**src/rtl/pfm_pkg.sv**
```systemverilog
package pfm_pkg;

  typedef enum logic [1:0] {
    SEL_DATA   = 2'd0,
    SEL_DIR    = 2'd1,
    SEL_FUNC   = 2'd2,
    SEL_NONE   = 2'd3
  } reg_sel_e;

  // Start-up function-register fill: all bus mode only when both straps are high.
  function automatic logic straps_pick_bus(input logic a, input logic b);
    return a & b;
  endfunction

  // One lane of the output mux.
  function automatic logic lane_pick(input logic use_alt, input logic alt_v, input logic io_v);
    return use_alt ? alt_v : io_v;
  endfunction

endpackage

```
**src/rtl/pfm_regs.sv**
```systemverilog
module pfm_regs
  import pfm_pkg::*;
#(
  parameter int W = 8
) (
  input  logic         clk,
  input  logic         rst_n,
  input  logic         strap_a,
  input  logic         strap_b,
  input  logic         wr_en,
  input  logic [1:0]   reg_addr,
  input  logic [W-1:0] wr_data,
  output logic [W-1:0] dat_q,
  output logic [W-1:0] dir_q,
  output logic [W-1:0] fun_q
);

  reg_sel_e sel;
  logic     wr_dat, wr_dir, wr_fun;
  logic     boot_bus;

  assign sel      = reg_sel_e'(reg_addr);
  assign wr_dat   = wr_en && (sel == SEL_DATA);
  assign wr_dir   = wr_en && (sel == SEL_DIR);
  assign wr_fun   = wr_en && (sel == SEL_FUNC);
  assign boot_bus = straps_pick_bus(strap_a, strap_b);

  always_ff @(posedge clk) begin
    if (!rst_n) begin
      fun_q <= {W{boot_bus}};
      dat_q <= '0;
      dir_q <= '0;
    end else begin
      if (wr_dat) dat_q <= wr_data;
      if (wr_dir) dir_q <= wr_data;
      if (wr_fun) fun_q <= wr_data;
    end
  end

  // the fill on release follows the straps of the last reset edge
  assert_strap_fill_R1: assert property (@(posedge clk)
    $rose(rst_n) |-> (fun_q == {W{$past(strap_a) & $past(strap_b)}}));

  assert_reset_clear_R9: assert property (@(posedge clk)
    $rose(rst_n) |-> (dat_q == '0 && dir_q == '0));

  assert_fun_write_R8: assert property (@(posedge clk) disable iff (!rst_n)
    wr_fun |=> (fun_q == $past(wr_data)));

  assert_dat_write_R8: assert property (@(posedge clk) disable iff (!rst_n)
    wr_dat |=> (dat_q == $past(wr_data)));

endmodule

```
**src/rtl/pfm_pin_slice.sv**
```systemverilog
module pfm_pin_slice
  import pfm_pkg::*;
#(
  parameter bit HAS_ALT = 1'b1
) (
  input  logic fun_bit,
  input  logic dir_bit,
  input  logic dat_bit,
  input  logic ctl_oe,
  input  logic ctl_out,
  input  logic pin_in,
  output logic bus_mode,
  output logic pin_oe,
  output logic pin_out,
  output logic rd_bit
);

  generate
    if (HAS_ALT) begin : g_alt
      assign bus_mode = fun_bit;
    end else begin : g_io_only
      logic unused_lane;
      assign unused_lane = fun_bit ^ ctl_oe ^ ctl_out;
      assign bus_mode    = 1'b0;
    end
  endgenerate

  assign pin_oe  = lane_pick(bus_mode, ctl_oe,  dir_bit);
  assign pin_out = lane_pick(bus_mode, ctl_out, dat_bit);
  assign rd_bit  = (!bus_mode && !dir_bit) ? pin_in : dat_bit;

endmodule

```
**src/rtl/pin_func_mux.sv**
```systemverilog
module pin_func_mux
  import pfm_pkg::*;
#(
  parameter int           W        = 8,
  parameter logic [W-1:0] ALT_MASK = 8'hF7
) (
  input  logic         clk,
  input  logic         rst_n,
  input  logic         strap_a,
  input  logic         strap_b,
  input  logic         wr_en,
  input  logic [1:0]   reg_addr,
  input  logic [W-1:0] wr_data,
  output logic [W-1:0] rd_data,
  input  logic [W-1:0] ctl_oe,
  input  logic [W-1:0] ctl_out,
  input  logic [W-1:0] pin_in,
  output logic [W-1:0] pin_out,
  output logic [W-1:0] pin_oe
);

  logic [W-1:0] dat_q, dir_q, fun_q;
  logic [W-1:0] bus_mode;
  logic [W-1:0] dat_view;

  pfm_regs #(.W(W)) u_regs (
    .clk      (clk),
    .rst_n    (rst_n),
    .strap_a  (strap_a),
    .strap_b  (strap_b),
    .wr_en    (wr_en),
    .reg_addr (reg_addr),
    .wr_data  (wr_data),
    .dat_q    (dat_q),
    .dir_q    (dir_q),
    .fun_q    (fun_q)
  );

  for (genvar i = 0; i < W; i++) begin : g_lane
    pfm_pin_slice #(.HAS_ALT(ALT_MASK[i])) u_slice (
      .fun_bit  (fun_q[i]),
      .dir_bit  (dir_q[i]),
      .dat_bit  (dat_q[i]),
      .ctl_oe   (ctl_oe[i]),
      .ctl_out  (ctl_out[i]),
      .pin_in   (pin_in[i]),
      .bus_mode (bus_mode[i]),
      .pin_oe   (pin_oe[i]),
      .pin_out  (pin_out[i]),
      .rd_bit   (dat_view[i])
    );

    if (ALT_MASK[i]) begin : g_chk_alt
      assert_bus_follow_R4: assert property (@(posedge clk) disable iff (!rst_n)
        fun_q[i] |-> (pin_oe[i] == ctl_oe[i] && pin_out[i] == ctl_out[i]));
    end else begin : g_chk_io
      assert_no_alt_lane_R6: assert property (@(posedge clk) disable iff (!rst_n)
        (pin_oe[i] == dir_q[i] && pin_out[i] == dat_q[i]));
    end

    assert_input_read_R7: assert property (@(posedge clk) disable iff (!rst_n)
      (reg_addr == SEL_DATA && !bus_mode[i] && !dir_q[i]) |-> (rd_data[i] == pin_in[i]));
  end

  always_comb begin
    case (reg_sel_e'(reg_addr))
      SEL_DATA: rd_data = dat_view;
      SEL_DIR:  rd_data = dir_q;
      SEL_FUNC: rd_data = fun_q;
      default:  rd_data = '0;
    endcase
  end

endmodule

```
**config.mk**
```make
export PLATFORM = sky130hd
export DESIGN_NAME = pin_func_mux
export DESIGN_NICKNAME = d
export VERILOG_FILES = /design/src/rtl/pfm_pkg.sv /design/src/rtl/pfm_regs.sv /design/src/rtl/pfm_pin_slice.sv /design/src/rtl/pin_func_mux.sv
export SDC_FILE = /design/constraint.sdc
export NUM_CORES = 1
export LEC_CHECK = 0
export BUFFER_PORTS_ARGS = -buffer_cell sky130_fd_sc_hd__buf_2
export CORE_MARGIN = 3
export CORE_UTILIZATION = 52
export DETAILED_ROUTE_END_ITERATION = 6
export GPL_TIMING_DRIVEN = 0
export PLACE_DENSITY = 0.84
export SYNTH_ARGS = -nofsm -noshare
export SYNTH_HDL_FRONTEND = slang
export SYNTH_SLANG_ARGS = --single-unit
```
**constraint.sdc**
```tcl
create_clock -name clk -period 3.01 [get_ports clk]
set_clock_uncertainty 0.2 [all_clocks]
set_input_delay 0.301 -clock clk [delete_from_list [all_inputs] [get_ports clk]]
set_output_delay 0.301 -clock clk [all_outputs]
set_load 0.02 [all_outputs]
```
# --- Word level (Yosys, flattened, before mapping) ---
# Index checks and enable logic that the tools add are counted.
word_totals:
  reg_bits: 24
  latchBits: 0
  mem_bits_rw: 0
  romBits: 0
  input_bits: 39
  output_inout_bits: 24
  word_cells: 57
  n_memories: 0
op_classes:
  n_addsub: 0
  n_mul: 0
  n_div: 0
  magnitude_cmp: 0
  n_eq_ne: 3
  shift: 0
  muxes: 25
  bitwise_logic: 1
  n_reduce_logical: 25
ops:
  columns: ["cell", "n"]
  rows:
  - ["$pmux W8 S3", 1]
  - ["$mux W1", 22]
  - ["$mux W8", 2]
  - ["$logic_not A1 Y1", 14]
  - ["$logic_and A1 B1 Y1", 10]
  - ["$eq A2 B1 Y1 const B", 1]
  - ["$eq A2 B2 Y1 const B", 1]
  - ["$logic_not A2 Y1", 1]
  - ["$ne A2 B1 Y1 const B", 1]
  - ["$and A1 B1 Y1", 1]

# --- Depth between registers and ports, before layout ---
depth:
  word_depth: 4
  mapped_depth: 5
  depth_no_buf: 3

# --- By module ---
# From an unflattened synthesis, not the netlist that was laid out.
hier_totals:
  hier_cells: 142
  area_unflattened_um2: 1461.4
by_module_without_submodules:
  columns: ["module", "instances", "cells_per_inst", "area_per_inst_um2", "seq_area_each_um2"]
  rows:
  - ["pfm_regs", 1, 82, 907.1, 560.5]
  - ["pfm_pin_slice (g_lane[0].u_slice ...)", 7, 5, 45.0, 0.0]
  - ["pin_func_mux", 1, 20, 197.7, 0.0]
  - ["pfm_pin_slice (g_lane[3].u_slice)", 1, 5, 41.3, 0.0]

# --- Least setup slack after synthesis ---
# No wires, ideal clock.
synth_timing:
  kind: "input to output"
  start: "input reg_addr[0]"
  end: "output rd_data[3]"
  arrival_ps: 1154
  required_ps: 2509
  path_slack_ps: 1355
  cell_stages: 4
  path_buffers: 1
  path_cell_list: "buf_6 inv_2 a21oi_1 o31ai_1"
synth_between:
  elab_chain_len: 2
  word_cells_on_any_way: 4
  classes_between: "eq/ne: 2; mux: 1; reduce/logical: 1"
synth_rtl:
  columns: ["element", "line_no", "rtl"]
  rows:
  - ["start: declaration", "pin_func_mux.sv:12", "input logic [1:0] reg_addr,"]
  - ["$eq A2 B2 Y1 (tied with other cells)", "pin_func_mux.sv:66", "case (reg_sel_e'(reg_addr))"]
  - ["$pmux W8 S3 (*)", "pin_func_mux.sv:66", null]
  - ["end: declaration", "pin_func_mux.sv:14", "output logic [W-1:0] rd_data,"]
# Every way passes the cells marked *; elsewhere a longest branch is shown, timed or not.

# --- Worst setup path after layout ---
layout_timing:
  start: "register u_regs.fun_q[5]"
  end: "output rd_data[5]"
layout_between:
  elab_chain_len: 4
layout_rtl:
  columns: ["element", "line_no", "rtl"]
  rows:
  - ["start: declaration", "pfm_regs.sv:15", "output logic [W-1:0] fun_q"]
  - ["start signal: assignment", "pfm_regs.sv:30", "fun_q <= {W{boot_bus}};"]
  - ["start signal: assignment", "pfm_regs.sv:36", "if (wr_fun) fun_q <= wr_data;"]
  - ["$logic_not A1 Y1", "pfm_pin_slice.sv:30", "assign rd_bit = (!bus_mode && !dir_bit) ? pin_in : dat_bit;"]
  - ["$logic_and A1 B1 Y1", "pfm_pin_slice.sv:30", null]
  - ["$mux W1", "pfm_pin_slice.sv:30", null]
  - ["$pmux W8 S3 (*)", "pin_func_mux.sv:66", null]
# Marks and branches as above.

==> flow_metrics.tcl <==
set metrics [dict create \
    drcViolationCount 0 \
    grt_use_total 0.2011 \
    wl_per_cell_um 13.49 \
    power.internal_mw 0.6074 \
    switchingPower_mw 0.2279 \
    critical_path_peak_fanout 5 \
    area_delta_synth_final_pct 24.94 \
    synthCells 163 \
    period_share 0.6789 \
    critPathKind "register to primary output" \
    powerDensity_mw_per_mm2 431.2 \
    grt-ovfl-total 0 \
    seqPwrFrac 0.452 \
    slew_headroom 0.6813 \
    status "finished, final reports clean" \
    path_delay_family "flip-flops" \
    grt_max_degree 15 \
    fmax_ghz 0.4894 \
    required_ps 2510 \
    worst-path-stages 4 \
    synth_top_area_frac 0.2066 \
    layout_common_cells "buf_2, nor2b_1, nand2_1" \
    hold_violations 0 \
    vias 1372 \
    fin_util 0.6905 \
    clock_sinks 24 \
    htreeDepth 1 \
    synthDistinctLibCells 22 \
    clk_pin_slew_ps 130 \
    hold_path_class "input pin to register" \
    synth_seq_area_share 0.3616 \
    grt_first_pass_wirelength_mm 5.520 \
    path_buf_inv 1 \
    power.total_mw 0.8352 \
    initialDrtViolationCount 53 \
    startpoint_type "register" \
    n_antenna_cell 0 \
    rr_worst_depth 2 \
    layout.nets 266 \
    root_buffer "clkbuf_4" \
    rsz0062_at_grt "no" \
    cpPeakStageDelay_ps 470 \
    pwr-share-clk 0.273 \
    die_h_um 60.60 \
    max-cap-violations 0 \
    power.share.combinational 0.275 \
    critPathArrivalTime_ps 1540 \
    place_congestion 0.8252 \
    first_global_vias 1261 \
    dieArea_mm2 0.003672 \
    yosys-top-cells-area "dfxtp_1, edfxtp_1, mux2i_1, mux2_2, nor2b_1" \
    antenna_found_initial 0 \
    synth_seq_cells 24 \
    antenna_left 0 \
    slew_viol_final 0 \
    post_cts_resized 0 \
    cts_buffers 3 \
    insertion_delay_ps 310 \
    switching_share 0.2728 \
    routed_wl_mm 3.467 \
    dr.pass1.iters 4 \
    worst_slew_pin_slew_ps 478.0 \
    mostFrequentLayoutCell "buf_2" \
    clock_path_buffers 2 \
    portBuffers 59 \
    vias_per_cell 5.339 \
    ys_warn_count 0 \
    synth_fp_nets 202 \
    path_cells "nor4b_1 -> a21oi_1 -> o22ai_1 -> buf_2" \
    setup_viol 0 \
    instances_no_fill 257 \
    place_hpwl_mm 2.537 \
    irDropWorstVdd_v 0.0002675 \
    tns_ps 0 \
    start_util 0.5526 \
    yosysTopAreaCell "dfxtp_1" \
    drive_gt1_frac 0.4469 \
    fin_crit_ps 2043 \
    whs_path_depth 3 \
    core.rowCount 19 \
    core_mm2 0.002805 \
    slowest_stage "edfxtp_1" \
    end_kind "primary output" \
    die_x_um 60.60 \
    hold_buffers 0 \
    dp_cells 253 \
    io-pin-count 63 \
    synth_area_mm2 0.001550 \
    synth.avg_cell_area_um2 9.511 \
    cts_tree "built" \
    power.leakage_nw 0.9461 \
    postCtsSetupRepairBufs 0 \
]
through the flow:
stage / hold slack [ps] / setup WS (ps) / area [µm²]
finish: 61.78 / 966.6 / 1937
global route: 71.49 / 801.5 / 1937
CTS: 53.55 / 1001 / 1937
detailed placement: 329.0 / 1178 / 1884
global placement: 323.4 / 1216 / 1884
floorplan: 229.2 / 1355 / 1550
layout make-up:
class / instances / area [µm²]
clock buffers: 3 / 22.52
repair buffers: 59 / 295.3
inverters: 1 / 3.754
fillers: 235 / 868.3
well taps: 31 / 38.79
clock inverters: 1 / 30.03
multi-input cells: 114 / 795.8
plain buffers: 24 / 190.2
flip-flops and latches: 24 / 560.5
synthesized netlist by cell type, drive strengths merged:
| cell | count |
|---|---|
| nand2 | 19 |
| nor2 | 7 |
| a21oi | 15 |
| and2b | 1 |
| clkbuf | 2 |
| dlymetal6s2s | 1 |
| nor3b | 2 |
| nand3b | 2 |
| edfxtp | 8 |
| buf | 21 |
| inv | 1 |
| dfxtp | 16 |
| o31ai | 1 |
| nor4b | 7 |
| mux2i | 16 |
| mux2 | 14 |
| nor2b | 23 |
| o22ai | 7 |
flip-flops by register name, summed over array words and instances (netlist names):
register      cells
u_regs.dir_q      8
u_regs.dat_q      8
u_regs.fun_q      8
worst reg2reg max path, cell delays in order, from the launching register on:
cell	delay (ps)
dfxtp_1	350
mux2i_1	160
nor2b_1	70
worst paths after layout:
check | slack [ps] | from | end
worst max-delay path | 970 | u_regs.fun_q[5] | rd_data[5]
worst min-delay path | 60 | wr_data[4] | u_regs.dir_q[4]
worst max register to register | 2140 | u_regs.dat_q[0] | u_regs.dat_q[0]
worst min register to register | 340 | u_regs.dat_q[3] | u_regs.dat_q[3]
kinds of logic (layout without fill, tap and decap cells):
| group | Yosys count | count (layout) | synth area share |
|---|---|---|---|
| AND/OR/NAND/NOR | 61 | 61 | 0.2268 |
| multiplexers | 30 | 30 | 0.2050 |
| buffers and inverters | 25 | 88 | 0.1251 |
| flip-flops | 24 | 24 | 0.3616 |
| AO/OA/AOI/OAI | 23 | 23 | 0.08152 |
per-layer routing:
metal | part of all wire | global-route usage
met4 | 0.011 | 0.07740
met5 | 0 | 0
met2 | 0.49 | 0.3344
met1 | 0.43 | 0.2666
met3 | 0.072 | 0.02553
power by group through the flow:
stage	clock, mW	combinational (mW)	sequential [mW]
global placement	0	0.226	0.384
finish	0.228	0.230	0.377
CTS	0.233	0.230	0.377
global route	0.243	0.252	0.381
floorplan	0	0.160	0.379
detailed placement	0	0.230	0.385
No activity file was read; power rests on OpenSTA's default activity.
